`config.mk`:
```
export PLATFORM = sky130hd
export DESIGN_NAME = dram_bank_seq
export DESIGN_NICKNAME = d
export VERILOG_FILES = /design/src/rtl/dram_seq_pkg.sv /design/src/rtl/seq_timer.sv /design/src/rtl/refresh_ctl.sv /design/src/rtl/bank_fsm.sv /design/src/rtl/dram_bank_seq.sv
export SDC_FILE = /design/constraint.sdc
export NUM_CORES = 1
export LEC_CHECK = 0
export ABC_AREA = 1
export BUFFER_PORTS_ARGS = -buffer_cell sky130_fd_sc_hd__buf_2
export CAP_MARGIN = 40
export CORE_MARGIN = 2
export CORE_UTILIZATION = 34
export DETAILED_ROUTE_END_ITERATION = 16
export PLACE_DENSITY_LB_ADDON = 0.15
export SLEW_MARGIN = 20
export SYNTH_ARGS = -nofsm -noshare
export SYNTH_HDL_FRONTEND = slang
export SYNTH_HIERARCHICAL = 1
export SYNTH_SLANG_ARGS = --single-unit
```
`constraint.sdc`:
```
create_clock -name clk -period 3.4 [get_ports clk]
set_input_delay 0.34 -clock clk [delete_from_list [all_inputs] [get_ports clk]]
set_output_delay 0.34 -clock clk [all_outputs]
set_load 0.01 [all_outputs]
```
`src/rtl/dram_seq_pkg.sv`:
```
package dram_seq_pkg;
  typedef enum logic [2:0] {
    CMD_NOP = 3'd0,
    CMD_ACT = 3'd1,
    CMD_RD  = 3'd2,
    CMD_WR  = 3'd3,
    CMD_PRE = 3'd4,
    CMD_REF = 3'd5
  } cmd_e;
endpackage

```
`src/rtl/seq_timer.sv`:
```
// Minimum-spacing down-counter: ok is high once T cycles have passed since start.
module seq_timer #(
  parameter int unsigned T = 4
) (
  input  logic clk,
  input  logic rst_n,
  input  logic start,
  output logic ok
);
  localparam int unsigned W = (T < 2) ? 1 : $clog2(T + 1);

  logic [W-1:0] cnt_q, cnt_n;

  always_comb begin
    cnt_n = cnt_q;
    if (start)             cnt_n = W'(T - 1);
    else if (cnt_q != '0)  cnt_n = cnt_q - 1'b1;
  end

  always_ff @(posedge clk or negedge rst_n) begin
    if (!rst_n) cnt_q <= '0;
    else        cnt_q <= cnt_n;
  end

  assign ok = (cnt_q == '0);
endmodule

```
`src/rtl/refresh_ctl.sv`:
```
// Interval timer and row pointer for distributed refresh.
module refresh_ctl #(
  parameter int unsigned ROW_W  = 8,
  parameter int unsigned T_REFI = 780
) (
  input  logic             clk,
  input  logic             rst_n,
  input  logic             ref_issue,
  output logic             ref_pending,
  output logic [ROW_W-1:0] ref_row
);
  localparam int unsigned IW = $clog2(T_REFI + 1);

  logic [IW-1:0]    ivl_q, ivl_n;
  logic             pend_q, pend_n;
  logic [ROW_W-1:0] row_q, row_n;
  logic             fire;

  assign fire = (ivl_q == '0);

  always_comb begin
    ivl_n  = fire ? IW'(T_REFI - 1) : ivl_q - 1'b1;
    pend_n = (pend_q & ~ref_issue) | fire;
    row_n  = ref_issue ? row_q + 1'b1 : row_q;
  end

  always_ff @(posedge clk or negedge rst_n) begin
    if (!rst_n) begin
      ivl_q  <= IW'(T_REFI - 1);
      pend_q <= 1'b0;
      row_q  <= '0;
    end else begin
      ivl_q  <= ivl_n;
      pend_q <= pend_n;
      if (ref_issue) row_q <= row_n;
    end
  end

  assign ref_pending = pend_q;
  assign ref_row     = row_q;

  p_row_step_r8: assert property (@(posedge clk) disable iff (!rst_n)
    ref_issue |=> (ref_row == $past(ref_row) + 1'b1));
endmodule

```
`src/rtl/bank_fsm.sv`:
```
// Row-buffer state, held request and command selection for one bank.
module bank_fsm
  import dram_seq_pkg::*;
#(
  parameter int unsigned ROW_W  = 8,
  parameter int unsigned COL_W  = 8,
  parameter int unsigned ADDR_W = 8
) (
  input  logic              clk,
  input  logic              rst_n,
  input  logic              policy_close,
  input  logic              req_valid,
  input  logic [ROW_W-1:0]  req_row,
  input  logic [COL_W-1:0]  req_col,
  input  logic              req_write,
  output logic              req_ready,
  input  logic              rc_ok,
  input  logic              rcd_ok,
  input  logic              rp_ok,
  input  logic              wtr_ok,
  input  logic              ref_pending,
  input  logic [ROW_W-1:0]  ref_row,
  output cmd_e              cmd_o,
  output logic [ADDR_W-1:0] addr_o,
  output logic              done_o,
  output logic              hit_o,
  output logic              start_act,
  output logic              start_pre,
  output logic              start_wr,
  output logic              ref_issue
);
  logic             open_q, open_n;
  logic [ROW_W-1:0] orow_q, orow_n;
  logic             pclose_q, pclose_n;
  logic             hold_q, hold_n;
  logic [ROW_W-1:0] hrow_q;
  logic [COL_W-1:0] hcol_q;
  logic             hwr_q;
  logic             acted_q, acted_n;
  logic             accept, is_col;

  assign req_ready = ~hold_q;
  assign accept    = req_valid & ~hold_q;

  // Command selection, highest priority first.
  always_comb begin
    cmd_o  = CMD_NOP;
    addr_o = '0;
    done_o = 1'b0;
    hit_o  = 1'b0;
    if (pclose_q) begin
      cmd_o  = CMD_PRE;
      addr_o = ADDR_W'(orow_q);
    end else if (ref_pending) begin
      if (open_q) begin
        cmd_o  = CMD_PRE;
        addr_o = ADDR_W'(orow_q);
      end else if (rp_ok && rc_ok) begin
        cmd_o  = CMD_REF;
        addr_o = ADDR_W'(ref_row);
      end
    end else if (hold_q) begin
      if (open_q) begin
        if (orow_q == hrow_q) begin
          if (rcd_ok && (hwr_q || wtr_ok)) begin
            cmd_o  = hwr_q ? CMD_WR : CMD_RD;
            addr_o = ADDR_W'(hcol_q);
            done_o = 1'b1;
            hit_o  = ~acted_q;
          end
        end else begin
          cmd_o  = CMD_PRE;
          addr_o = ADDR_W'(orow_q);
        end
      end else if (rp_ok && rc_ok) begin
        cmd_o  = CMD_ACT;
        addr_o = ADDR_W'(hrow_q);
      end
    end
  end

  assign is_col    = (cmd_o == CMD_RD) || (cmd_o == CMD_WR);
  assign start_act = (cmd_o == CMD_ACT);
  assign start_pre = (cmd_o == CMD_PRE);
  assign start_wr  = (cmd_o == CMD_WR);
  assign ref_issue = (cmd_o == CMD_REF);

  always_comb begin
    open_n   = open_q;
    orow_n   = orow_q;
    pclose_n = pclose_q;
    hold_n   = hold_q;
    acted_n  = acted_q;
    if (start_act) begin
      open_n  = 1'b1;
      orow_n  = hrow_q;
      acted_n = 1'b1;
    end
    if (start_pre) begin
      open_n   = 1'b0;
      pclose_n = 1'b0;
    end
    if (is_col) begin
      hold_n   = 1'b0;
      pclose_n = policy_close;
    end
    if (accept) begin
      hold_n  = 1'b1;
      acted_n = 1'b0;
    end
  end

  always_ff @(posedge clk or negedge rst_n) begin
    if (!rst_n) begin
      open_q   <= 1'b0;
      orow_q   <= '0;
      pclose_q <= 1'b0;
      hold_q   <= 1'b0;
      acted_q  <= 1'b0;
      hrow_q   <= '0;
      hcol_q   <= '0;
      hwr_q    <= 1'b0;
    end else begin
      open_q   <= open_n;
      pclose_q <= pclose_n;
      hold_q   <= hold_n;
      acted_q  <= acted_n;
      if (start_act) orow_q <= orow_n;
      if (accept) begin
        hrow_q <= req_row;
        hcol_q <= req_col;
        hwr_q  <= req_write;
      end
    end
  end

  p_act_closed_r2: assert property (@(posedge clk) disable iff (!rst_n)
    (cmd_o == CMD_ACT) |-> !open_q);
  p_col_open_r3: assert property (@(posedge clk) disable iff (!rst_n)
    is_col |-> (open_q && orow_q == hrow_q));
  p_close_pre_r4: assert property (@(posedge clk) disable iff (!rst_n)
    (is_col && policy_close) |=> (cmd_o == CMD_PRE));
  p_ref_first_r9: assert property (@(posedge clk) disable iff (!rst_n)
    ref_pending |-> !(is_col || cmd_o == CMD_ACT));
endmodule

```
`src/rtl/dram_bank_seq.sv`:
```
module dram_bank_seq
  import dram_seq_pkg::*;
#(
  parameter int unsigned ROW_W  = 8,
  parameter int unsigned COL_W  = 8,
  parameter int unsigned ADDR_W = (ROW_W > COL_W) ? ROW_W : COL_W,
  parameter int unsigned T_RC   = 8,
  parameter int unsigned T_RCD  = 3,
  parameter int unsigned T_RP   = 3,
  parameter int unsigned T_WTR  = 4,
  parameter int unsigned T_REFI = 780
) (
  input  logic              clk,
  input  logic              rst_n,
  input  logic              policy_close,
  input  logic              req_valid,
  output logic              req_ready,
  input  logic [ROW_W-1:0]  req_row,
  input  logic [COL_W-1:0]  req_col,
  input  logic              req_write,
  output logic [2:0]        cmd,
  output logic [ADDR_W-1:0] cmd_addr,
  output logic              done,
  output logic              row_hit,
  output logic              refresh_busy
);
  localparam int unsigned NT = 4;
  localparam int unsigned TV [NT] = '{T_RC, T_RCD, T_RP, T_WTR};

  cmd_e             cmd_w;
  logic [NT-1:0]    tstart, tok;
  logic             start_act, start_pre, start_wr, ref_issue;
  logic             ref_pending;
  logic [ROW_W-1:0] ref_row;

  // Timer order: 0 = tRC, 1 = tRCD, 2 = tRP, 3 = tWTR
  assign tstart = {start_wr, start_pre, start_act, start_act | ref_issue};

  for (genvar gi = 0; gi < NT; gi++) begin : g_tmr
    seq_timer #(.T(TV[gi])) u_tmr (
      .clk(clk), .rst_n(rst_n), .start(tstart[gi]), .ok(tok[gi])
    );
  end

  refresh_ctl #(.ROW_W(ROW_W), .T_REFI(T_REFI)) u_ref (
    .clk(clk), .rst_n(rst_n), .ref_issue(ref_issue),
    .ref_pending(ref_pending), .ref_row(ref_row)
  );

  bank_fsm #(.ROW_W(ROW_W), .COL_W(COL_W), .ADDR_W(ADDR_W)) u_fsm (
    .clk(clk), .rst_n(rst_n), .policy_close(policy_close),
    .req_valid(req_valid), .req_row(req_row), .req_col(req_col),
    .req_write(req_write), .req_ready(req_ready),
    .rc_ok(tok[0]), .rcd_ok(tok[1]), .rp_ok(tok[2]), .wtr_ok(tok[3]),
    .ref_pending(ref_pending), .ref_row(ref_row),
    .cmd_o(cmd_w), .addr_o(cmd_addr), .done_o(done), .hit_o(row_hit),
    .start_act(start_act), .start_pre(start_pre), .start_wr(start_wr),
    .ref_issue(ref_issue)
  );

  assign cmd          = cmd_w;
  assign refresh_busy = ref_pending;

  // Independent up-counters measuring spacing at the command port.
  localparam int unsigned SW = $clog2(T_RC + T_WTR + 1);
  logic [SW-1:0] since_act_q, since_wr_q;
  logic          is_act_ref;
  assign is_act_ref = (cmd == 3'd1) || (cmd == 3'd5);

  always_ff @(posedge clk or negedge rst_n) begin
    if (!rst_n) begin
      since_act_q <= SW'(T_RC);
      since_wr_q  <= SW'(T_WTR);
    end else begin
      if (is_act_ref)                    since_act_q <= SW'(1);
      else if (since_act_q < SW'(T_RC))  since_act_q <= since_act_q + 1'b1;
      if (cmd == 3'd3)                   since_wr_q  <= SW'(1);
      else if (since_wr_q < SW'(T_WTR))  since_wr_q  <= since_wr_q + 1'b1;
    end
  end

  p_act_spacing_r6: assert property (@(posedge clk) disable iff (!rst_n)
    is_act_ref |-> (since_act_q >= SW'(T_RC)));
  p_wr_to_rd_r7: assert property (@(posedge clk) disable iff (!rst_n)
    (cmd == 3'd2) |-> (since_wr_q >= SW'(T_WTR)));
  p_ready_hold_r10: assert property (@(posedge clk) disable iff (!rst_n)
    (req_valid && req_ready && !done) |=> !req_ready);
endmodule

```
==> metrics.txt, run 1 <==
status completed; HP Class in2reg; Critical Path Source Type register; top-area cell type share of the netlist area about two fifths; Cells on Worst Hold Path 3; largest area contributor in the netlist dfrtp_1; Iteration-0 DRC Markers about 170; CP delay by family, top simple AND/OR/NAND/NOR gates; First-pass DRT Iterations 4; max-slew violations 0; max_slew headroom between 50 and 60%; Worst R2R Path Depth 15; syn_nets 477; post-route ant nets 0; #FFs+latches synth 59; commonest non-fill, non-tap cell in the layout nand2_1; Mapped Area between 3000 and 4000 sq um; synth unique cells 35; Setup violations, final 0; WP data arrival a little over 3000 ps; first-pass GRT wire length 14550 um; slowest stage delay, CP about 500 ps; row count 36; Total Wirelength 8550 um; Worst Path Class, Setup reg2reg; initial antenna violation count 0; Clock Skews approximately 10 ps; Power Total approximately 3.2 mW; clk sinks 59; WP data required between 3000 and 4000 ps; core area about 9800 sq um; Leakage 2.172 nW; Synth-to-Final Area Change 17.45%; most frequent cells in the layout nand2_1 (161), dfrtp_1 (54), inv_1 (50); CP cell instances inv_1, ha_1, nand2_2, nor2_4, nand2_1, a21oi_1, nand2_1, nand2_1, nand2_1, a21oi_1, nand2_2, nor2_4, nand2_1, xor2_1, inv_1; Max-Cap Viols 0; share of post-route cells with drive strength above 1 between 10% and 20%; placed cell count about 610; Die Width approximately 100 um; I/O pin total 36; fin nets 521; Crit. End Element register; All-Layer GR Usage between 10% and 20%; die height around 100 um; Max Root-Sink Buffers 2; Clk Latency, worst-skew pair around 340 ps; Starting Density 35.07%; Buffers on Ports 35; GRT overflow 0; YS warnings 6; Worst Tran Pin Value between 700 and 800 ps; total CTS buffers 9; Vias between 2000 and 3000; pwr/cell area around 800 nW/um^2; crit-path max FO 10; Final min period between 2000 and 3000 ps; root buffer cell clkbuf_8; CTS tree yes; peak supply drop about 280 uV; Slowest-stage cell, CP a21oi_1; DRC errors left 0; Fillers 1055; Crit path depth 15; sequential share of the synthesized area 43.25%; Max Freq between 300 and 400 MHz; WP buf/inv 2; Vias/cell 4.743; synthesized instance count ~450; Final period util between 80 and 90%; RSZ-0062 raised after global routing no; Syn Area/Cell between 7 and 8 sq um; diodes inserted 0; DP Wirelength between 6000 and 7000 um; vias in the first global route 2934; H-tree depth 3; dominant cells by area after synthesis dfrtp_1 (39%), nand2_1 (18%), inv_1 (5.5%); die area 10900 sq um; Non-Filler Instances between 600 and 700; setup TNS 0 ps; final hold violation count 0; routability congestion estimate around 0.85; Worst-path clk slew about 70 ps; most frequent CP cell nand2_1; Final Util between 40 and 50%; DR WL/cell approximately 14 um; largest net degree at the start of global routing 36
state kept, by name, indices dropped and copies added, names as in the netlist:
register	flops
u_ref/ivl_q	10
u_fsm/hrow_q	8
g_tmr.u_tmr/cnt_q	11
u_fsm/pclose_q	1
u_fsm/orow_q	8
u_fsm/acted_q	1
u_fsm/open_q	1
u_fsm/hwr_q	1
u_ref/ref_pending	1
u_ref/ref_row	8
u_fsm/hold_q	1
u_fsm/hcol_q	8
path summary, 6_finish.rpt:
check	startpoint	endpoint	slack [ps]
setup / recovery	g_tmr[0].u_tmr/cnt_q[0]	u_ref/ref_row[5]	580
max in group asynchronous	rst_n	u_ref/ivl_q[0]	2200
hold reg to reg	u_ref/ivl_q[0]	u_ref/ivl_q[0]	470
setup reg to reg	g_tmr[0].u_tmr/cnt_q[0]	u_ref/ref_row[5]	580
min in group asynchronous	rst_n	u_fsm/hcol_q[3]	440
hold / removal	req_row[7]	u_fsm/hrow_q[7]	190
what timing repair did:
| action | in CTS | in global routing |
|---|---|---|
| hold endpoints to repair | 0 | 11 |
| gates resized for setup | 0 | 0 |
| setup buffers | 0 | 0 |
| hold buffers | 0 | 1 |
layout make-up:
cell class | instances | area [sq um] | area share [%]
clock buffer | 12 | 155.1 | 3.853
clock inverter | 4 | 72.57 | 1.802
tap | 133 | 166.4 | 4.133
inverter | 58 | 217.7 | 5.407
timing repair buffer | 43 | 257.7 | 6.401
multi-input combinational | 322 | 1674 | 41.58
sequential | 59 | 1483 | 36.82
cell families after synthesis:
group,synth area share [%]
and+or+nand+nor,34.85
DFF,43.25
adders and majority gates,2.555
buffers and inverters,7.919
AOI/OAI and AO/OA,7.847
xor gates and xnor gates,3.577
power by group:
part	internal (mW)	switching, mW
registers	0.922	0.220
clock network	0.452	0.285
logic	0.490	0.864
total	1.86	1.37
worst register-to-register path, stage by stage (launching register included):
cell	delay [ps]
dfrtp_1	390
inv_1	100
ha_1	210
nand2_2	100
nor2_4	100
nand2_1	110
a21oi_1	170
nand2_1	70
nand2_1	250
nand2_1	190
a21oi_1	500
nand2_2	130
nor2_4	140
nand2_1	70
xor2_1	150
inv_1	50
synthesized netlist by cell type (all sizes together):
master / count
nand3b: 1
and2: 1
xor2: 6
a21oi: 16
dfstp: 5
or2: 1
o21bai: 1
nand3: 33
o21ai: 13
a31oi: 4
o22ai: 3
a22oi: 3
inv: 58
nor2: 40
buf: 5
xnor2: 8
clkbuf: 5
a22o: 4
ha: 7
dfrtp: 54
nand2: 170
nand4: 11
stage by stage:
step                area (sq um)  setup WS [ps]  hold WS [ps]
floorplan                   3428          790.2         44.41
global placement            3761          735.5         454.9
detailed placement          3761          578.7         457.0
CTS                         3989          571.8         126.6
global route                4026          203.2         180.6
finish                      4026          578.2         186.9
metal layers:
| layer | vias up | part of all wire, % | track usage, % |
|---|---|---|---|
| met4 | 0 | 0.88 | 5.598 |
| li1 | 1499 | - | - |
| met2 | 83 | 44 | 26.00 |
| met3 | 7 | 5.0 | 3.571 |
| met5 | - | 0 | 0 |
| met1 | 1404 | 51 | 23.45 |
Power figures use the tool's default switching activity.
==> run 2: changes to the inputs <==
==> constraint.sdc (replaced) <==
create_clock -name clk -period 2.79 [get_ports clk]
set_input_delay 0.279 -clock clk [delete_from_list [all_inputs] [get_ports clk]]
set_output_delay 0.279 -clock clk [all_outputs]
set_load 0.01 [all_outputs]
==> metrics.txt, run 2 (synthesized netlist as in run 1, its figures left out) <==
Detail Route met3 WL around 340 um; core area between 9000 and 10000 sq um; DRC errors left 0; vias in the first global route slightly below 3000; Max Root-Sink Buffers 2; area occupied by multi-input gates around 1700 sq um; sequential power share a little over a third; Cells on Worst Hold Path 3; peak supply drop roughly 340 uV; DR WL met2 3723 um; most frequent cells in the layout nand2_1 (161), dfrtp_1 (54), inv_1 (50); post-route ant nets 0; Worst Tran Pin Value between 600 and 700 ps; Total Wirelength roughly 8500 um; Hold Path End u_fsm/hrow_q[0]; Seq. cell area between 1000 and 1500 sq um; Largest regs g_tmr.u_tmr/cnt_q x11, u_ref/ivl_q x10; R2R setup slack ~400 ps; DRT met1 WL 4306 um; DR WL/cell between 10 and 15 um; Iteration-0 DRC Markers 120; Setup violations, final 0; total internal power approximately 2.2 mW; Worst Slack Setup Final about 180 ps; WP data arrival approximately 2300 ps; Comb pwr share about 44%; First-pass DRT Iterations 4; crit-path max FO 7; Crit. End Element output pin; switching power about 1.7 mW; WP data required 2510 ps; commonest non-fill, non-tap cell in the layout nand2_1; max-slew violations 0; clk sinks between 50 and 60; first-pass GRT wire length roughly 14000 um; pwr/cell area between 900 and 1000 nW/um^2; Leakage roughly 2.2 nW; Critical Path Source Type register; Clk Latency, worst-skew pair around 340 ps; Starting Density a little over a third; FF-to-FF End u_ref/ref_row[5]; largest net degree at the start of global routing 33; diodes inserted 0; Die Width around 100 um; All-Layer GR Usage between 10% and 20%; Vias 2955; Worst-path clk slew 80 ps; root buffer cell clkbuf_8; Vias/cell around 4.6; Max-Cap Viols 0; Buffers on Ports 35; routability congestion estimate approximately 0.84; initial antenna violation count 0; I/O pin total 36; Clock Skews ~17 ps; CP delay by family, top simple AND/OR/NAND/NOR gates; Hold WS 122.8 ps; DP Wirelength about 6100 um; CP cell instances inv_1, ha_2, nand2_2, nor2_4, nand2_1, nor2_2, buf_6, nand2_1, o21ai_0, a21oi_1, o21ai_0, a21oi_1, a21oi_2, buf_2; Final min period 2611 ps; Worst R2R Path Depth 16; die height 104.4 um; Place WS 434.7 ps; Max Freq between 300 and 400 MHz; max_slew headroom a little over half; Slowest-stage cell, CP dfrtp_1; H-tree depth 3; reg2reg start g_tmr[0].u_tmr/cnt_q[0]; Final period util 93.59%; share of post-route cells with drive strength above 1 between 20% and 30%; Worst Path Class, Setup reg2out; status completed; WP buf/inv 3; Fillers around 1000; fin nets 526; CTS tree yes; total CTS buffers 9; Top Metal Used met4; Synth-to-Final Area Change 18.03%; hold_sp req_row[0]; setup TNS 0 ps; clock share of power about a fifth; Top reg by flops g_tmr.u_tmr/cnt_q; slowest stage delay, CP 390 ps; max reg flops 11; Switching Share 43.13%; GRT overflow 0; die area approximately 11000 sq um; final hold violation count 0; HP Class in2reg; row count 36
[run 2: cell count changes in the layout (fill, tap and decap cells not counted), sizes merged]
cell,before,now
clkinvlp,1,0
buf,42,47
bufinv,2,1
clkbuf,12,14
[run 2: final cells by class]
cell class / count / share of cell area (%)
Tap cell: 133 / 4.113
Clock inverter: 2 / 0.8658
Multi-Input combinational cell: 322 / 41.53
Timing Repair Buffer: 48 / 7.205
Clock buffer: 14 / 4.267
Inverter: 58 / 5.380
Sequential cell: 59 / 36.64
[run 2: power by group through the flow]
stage | combinational, mW | clock (mW) | sequential [mW]
finish | 1.73 | 0.835 | 1.38
detailed placement | 1.72 | 0 | 1.39
global placement | 1.69 | 0 | 1.39
CTS | 1.72 | 0.855 | 1.38
global route | 1.96 | 0.896 | 1.42
floorplan | 1.30 | 0 | 1.31
[run 2: what timing repair did]
item | in CTS | in global routing
setup endpoints to repair | 0 | 1
gates resized for setup | 0 | 3
endpoints found under the hold margin | 54 | 0
hold buffers | 1 | 0
buffers inserted | 0 | 2
[run 2: worst max path at each step]
stage,startpoint,end,slack [ps],depth (start not counted)
detailed placement,g_tmr[0].u_tmr/cnt_q[0],cmd_addr[5],430,14
global placement,g_tmr[0].u_tmr/cnt_q[0],cmd_addr[5],490,14
CTS,g_tmr[0].u_tmr/cnt_q[0],cmd_addr[5],50,14
finish,g_tmr[0].u_tmr/cnt_q[0],cmd_addr[5],180,14
global route,g_tmr[0].u_tmr/cnt_q[0],cmd_addr[5],-0.9,14
floorplan,g_tmr[0].u_tmr/cnt_q[0],u_ref/ref_row[5],180,15
[run 2: worst register-to-register path, cell delays in order (launching register included)]
cell and delay (ps):
dfrtp_1 390, inv_1 120, ha_2 220, nand2_2 90, nor2_4 110, nand2_1 110
nor2_2 130, inv_1 80, a21oi_2 140, nand2_1 130, a21oi_1 130, buf_4 170
nand2_2 70, nor2_4 130, nand2_1 80, xor2_1 130, inv_1 50
[run 2: layer usage]
layer | vias up | global-route usage [%]
met5 | - | 0
met4 | 0 | 6.564
met3 | 13 | 4.010
met2 | 58 | 24.42
met1 | 1371 | 22.99
li1 | 1513 | -
[run 2: stage by stage]
step | util [%] | total power [mW] | instance area [sq um] | std cells
6_report | 41.40 | 3.949 | 4046 | 636
5_1_grt | 41.40 | 4.281 | 4046 | 636
4_1_cts | 41.01 | 3.957 | 4009 | 634
3_5_place_dp | 38.79 | 3.113 | 3791 | 617
3_3_place_gp | 38.79 | 3.076 | 3791 | 617
2_1_floorplan | - | 2.608 | 3428 | 449
==> run 3: changes to the inputs <==
--- a/config.mk
+++ b/config.mk
@@ -10,6 +10,7 @@
 export CAP_MARGIN = 40
 export CORE_MARGIN = 2
 export CORE_UTILIZATION = 34
+export CTS_BUF_LIST = sky130_fd_sc_hd__clkbuf_8
 export DETAILED_ROUTE_END_ITERATION = 16
 export PLACE_DENSITY_LB_ADDON = 0.15
 export SLEW_MARGIN = 20
==> metrics.txt, run 3 (synthesized netlist as in run 1, its figures left out) <==
status completed; Worst Tran Pin Value a little under 700 ps; Vias ~3000; Critical Path Source Type register; post-route ant nets 0; WP data required 2510 ps; Clk Latency, worst-skew pair between 300 and 400 ps; Largest regs g_tmr.u_tmr/cnt_q x11, u_ref/ivl_q x10; hold_sp req_row[0]; Iteration-0 DRC Markers 118; Hold WS roughly 130 ps; row count 36; reg2reg start g_tmr[0].u_tmr/cnt_q[0]; First-pass DRT Iterations 5; commonest non-fill, non-tap cell in the layout nand2_1; pwr/cell area just under 1000 nW/um^2; first-pass GRT wire length between 10000 and 15000 um; Synth-to-Final Area Change 18.03%; root buffer cell clkbuf_8; Total Wirelength 8444 um; DRC errors left 0; share of post-route cells with drive strength above 1 20.28%; routability congestion estimate roughly 0.84; Final period util just over 90%; fin nets approximately 530; max reg flops 11; Clock Skews about 17 ps; critical path startpoint g_tmr[0].u_tmr/cnt_q[0]; max-slew violations 0; DR WL/cell about 13 um; H-tree depth 3; Top reg by flops g_tmr.u_tmr/cnt_q; HP Class in2reg; setup TNS 0 ps; core area 9774 sq um; die height 104.4 um; WP data arrival about 2300 ps; Final min period between 2000 and 3000 ps; Die Width 104.4 um; Setup violations, final 0; Max Root-Sink Buffers 2; die area 10900 sq um; most frequent cells in the layout nand2_1 (161), dfrtp_1 (54), inv_1 (52); Max Freq ~380 MHz; Crit. End Element output pin; total CTS buffers 9; diodes inserted 0; Final Util roughly 41%; Buffers on Ports 35; crit-path max FO 7; final hold violation count 0; initial antenna violation count 0; Worst Path Class, Setup reg2out; Vias/cell ~4.6; DP Wirelength 6128 um; vias in the first global route 2895; max_slew headroom around 55%; Leakage approximately 2.2 nW; peak supply drop between 300 and 400 uV; GRT overflow 0; Worst-path clk slew ~80 ps; Starting Density approximately a third; CTS tree yes; Design Area, Final just over 4000 sq um; Max-Cap Viols 0; All-Layer GR Usage 16.47%; clk sinks between 50 and 60; Post-DP Area ~3800 sq um; largest net degree at the start of global routing 33; I/O pin total 36
==> run 3: layer usage <==
layer | up-vias | GRT usage, % | share of wire (%) | wire [um]
li1 | 1511 | - | - | -
met1 | 1350 | 22.99 | 50 | 4243
met2 | 57 | 24.42 | 44 | 3734
met3 | 14 | 4.010 | 3.8 | 321
met4 | 0 | 6.564 | 1.7 | 144
met5 | - | 0 | 0 | 0
==> run 3: worst paths after layout <==
| path | to | slack (ps) | cells after the start |
|---|---|---|---|
| min in group asynchronous | u_fsm/hcol_q[3] | 490 | 3 |
| min | u_fsm/hrow_q[0] | 130 | 3 |
| min reg2reg | u_ref/ivl_q[0] | 480 | 1 |
| max in group asynchronous | u_ref/ivl_q[0] | 1920 | 3 |
| max reg2reg | u_ref/ref_row[5] | 380 | 16 |
| max | cmd_addr[5] | 180 | 14 |
==> run 3: final cells by class <==
class | count | area, sq um
Fill cell | 1019 | 5728
Multi-Input combinational cell | 322 | 1680
Sequential cell | 59 | 1483
Timing Repair Buffer | 48 | 291.5
Inverter | 58 | 217.7
Tap cell | 133 | 166.4
Clock buffer | 12 | 165.2
Clock inverter | 4 | 42.54
==> run 3: worst max-delay path: stages, from the launching register on <==
cell and delay, ps:
dfrtp_1 390, inv_1 120, ha_2 220, nand2_2 90
nor2_4 110, nand2_1 110, nor2_2 130, buf_6 160
nand2_1 50, o21ai_0 70, a21oi_1 80, o21ai_0 90
a21oi_1 70, a21oi_2 150, buf_2 150
==> run 3: where the power goes <==
part / internal, mW / switching, mW
sequential: 1.12 / 0.258
clock: 0.479 / 0.346
combinational: 0.637 / 1.09
==> run 3: per-stage QoR <==
stage / std cells / worst slack (ps) / total power, mW
2_1_floorplan: 449 / 180.2 / 2.608
3_3_place_gp: 617 / 487.8 / 3.076
3_5_place_dp: 617 / 434.7 / 3.113
4_1_cts: 634 / 49.49 / 3.950
5_1_grt: 636 / -0.9477 / 4.274
6_report: 636 / 179.0 / 3.934
==> run 3: repair_timing <==
| action | CTS | global route |
|---|---|---|
| hold buffers | 1 | 0 |
| gates resized for setup | 0 | 3 |
| hold endpoints to repair | 54 | 0 |
| setup endpoints to repair | 0 | 1 |
| setup buffers | 0 | 2 |
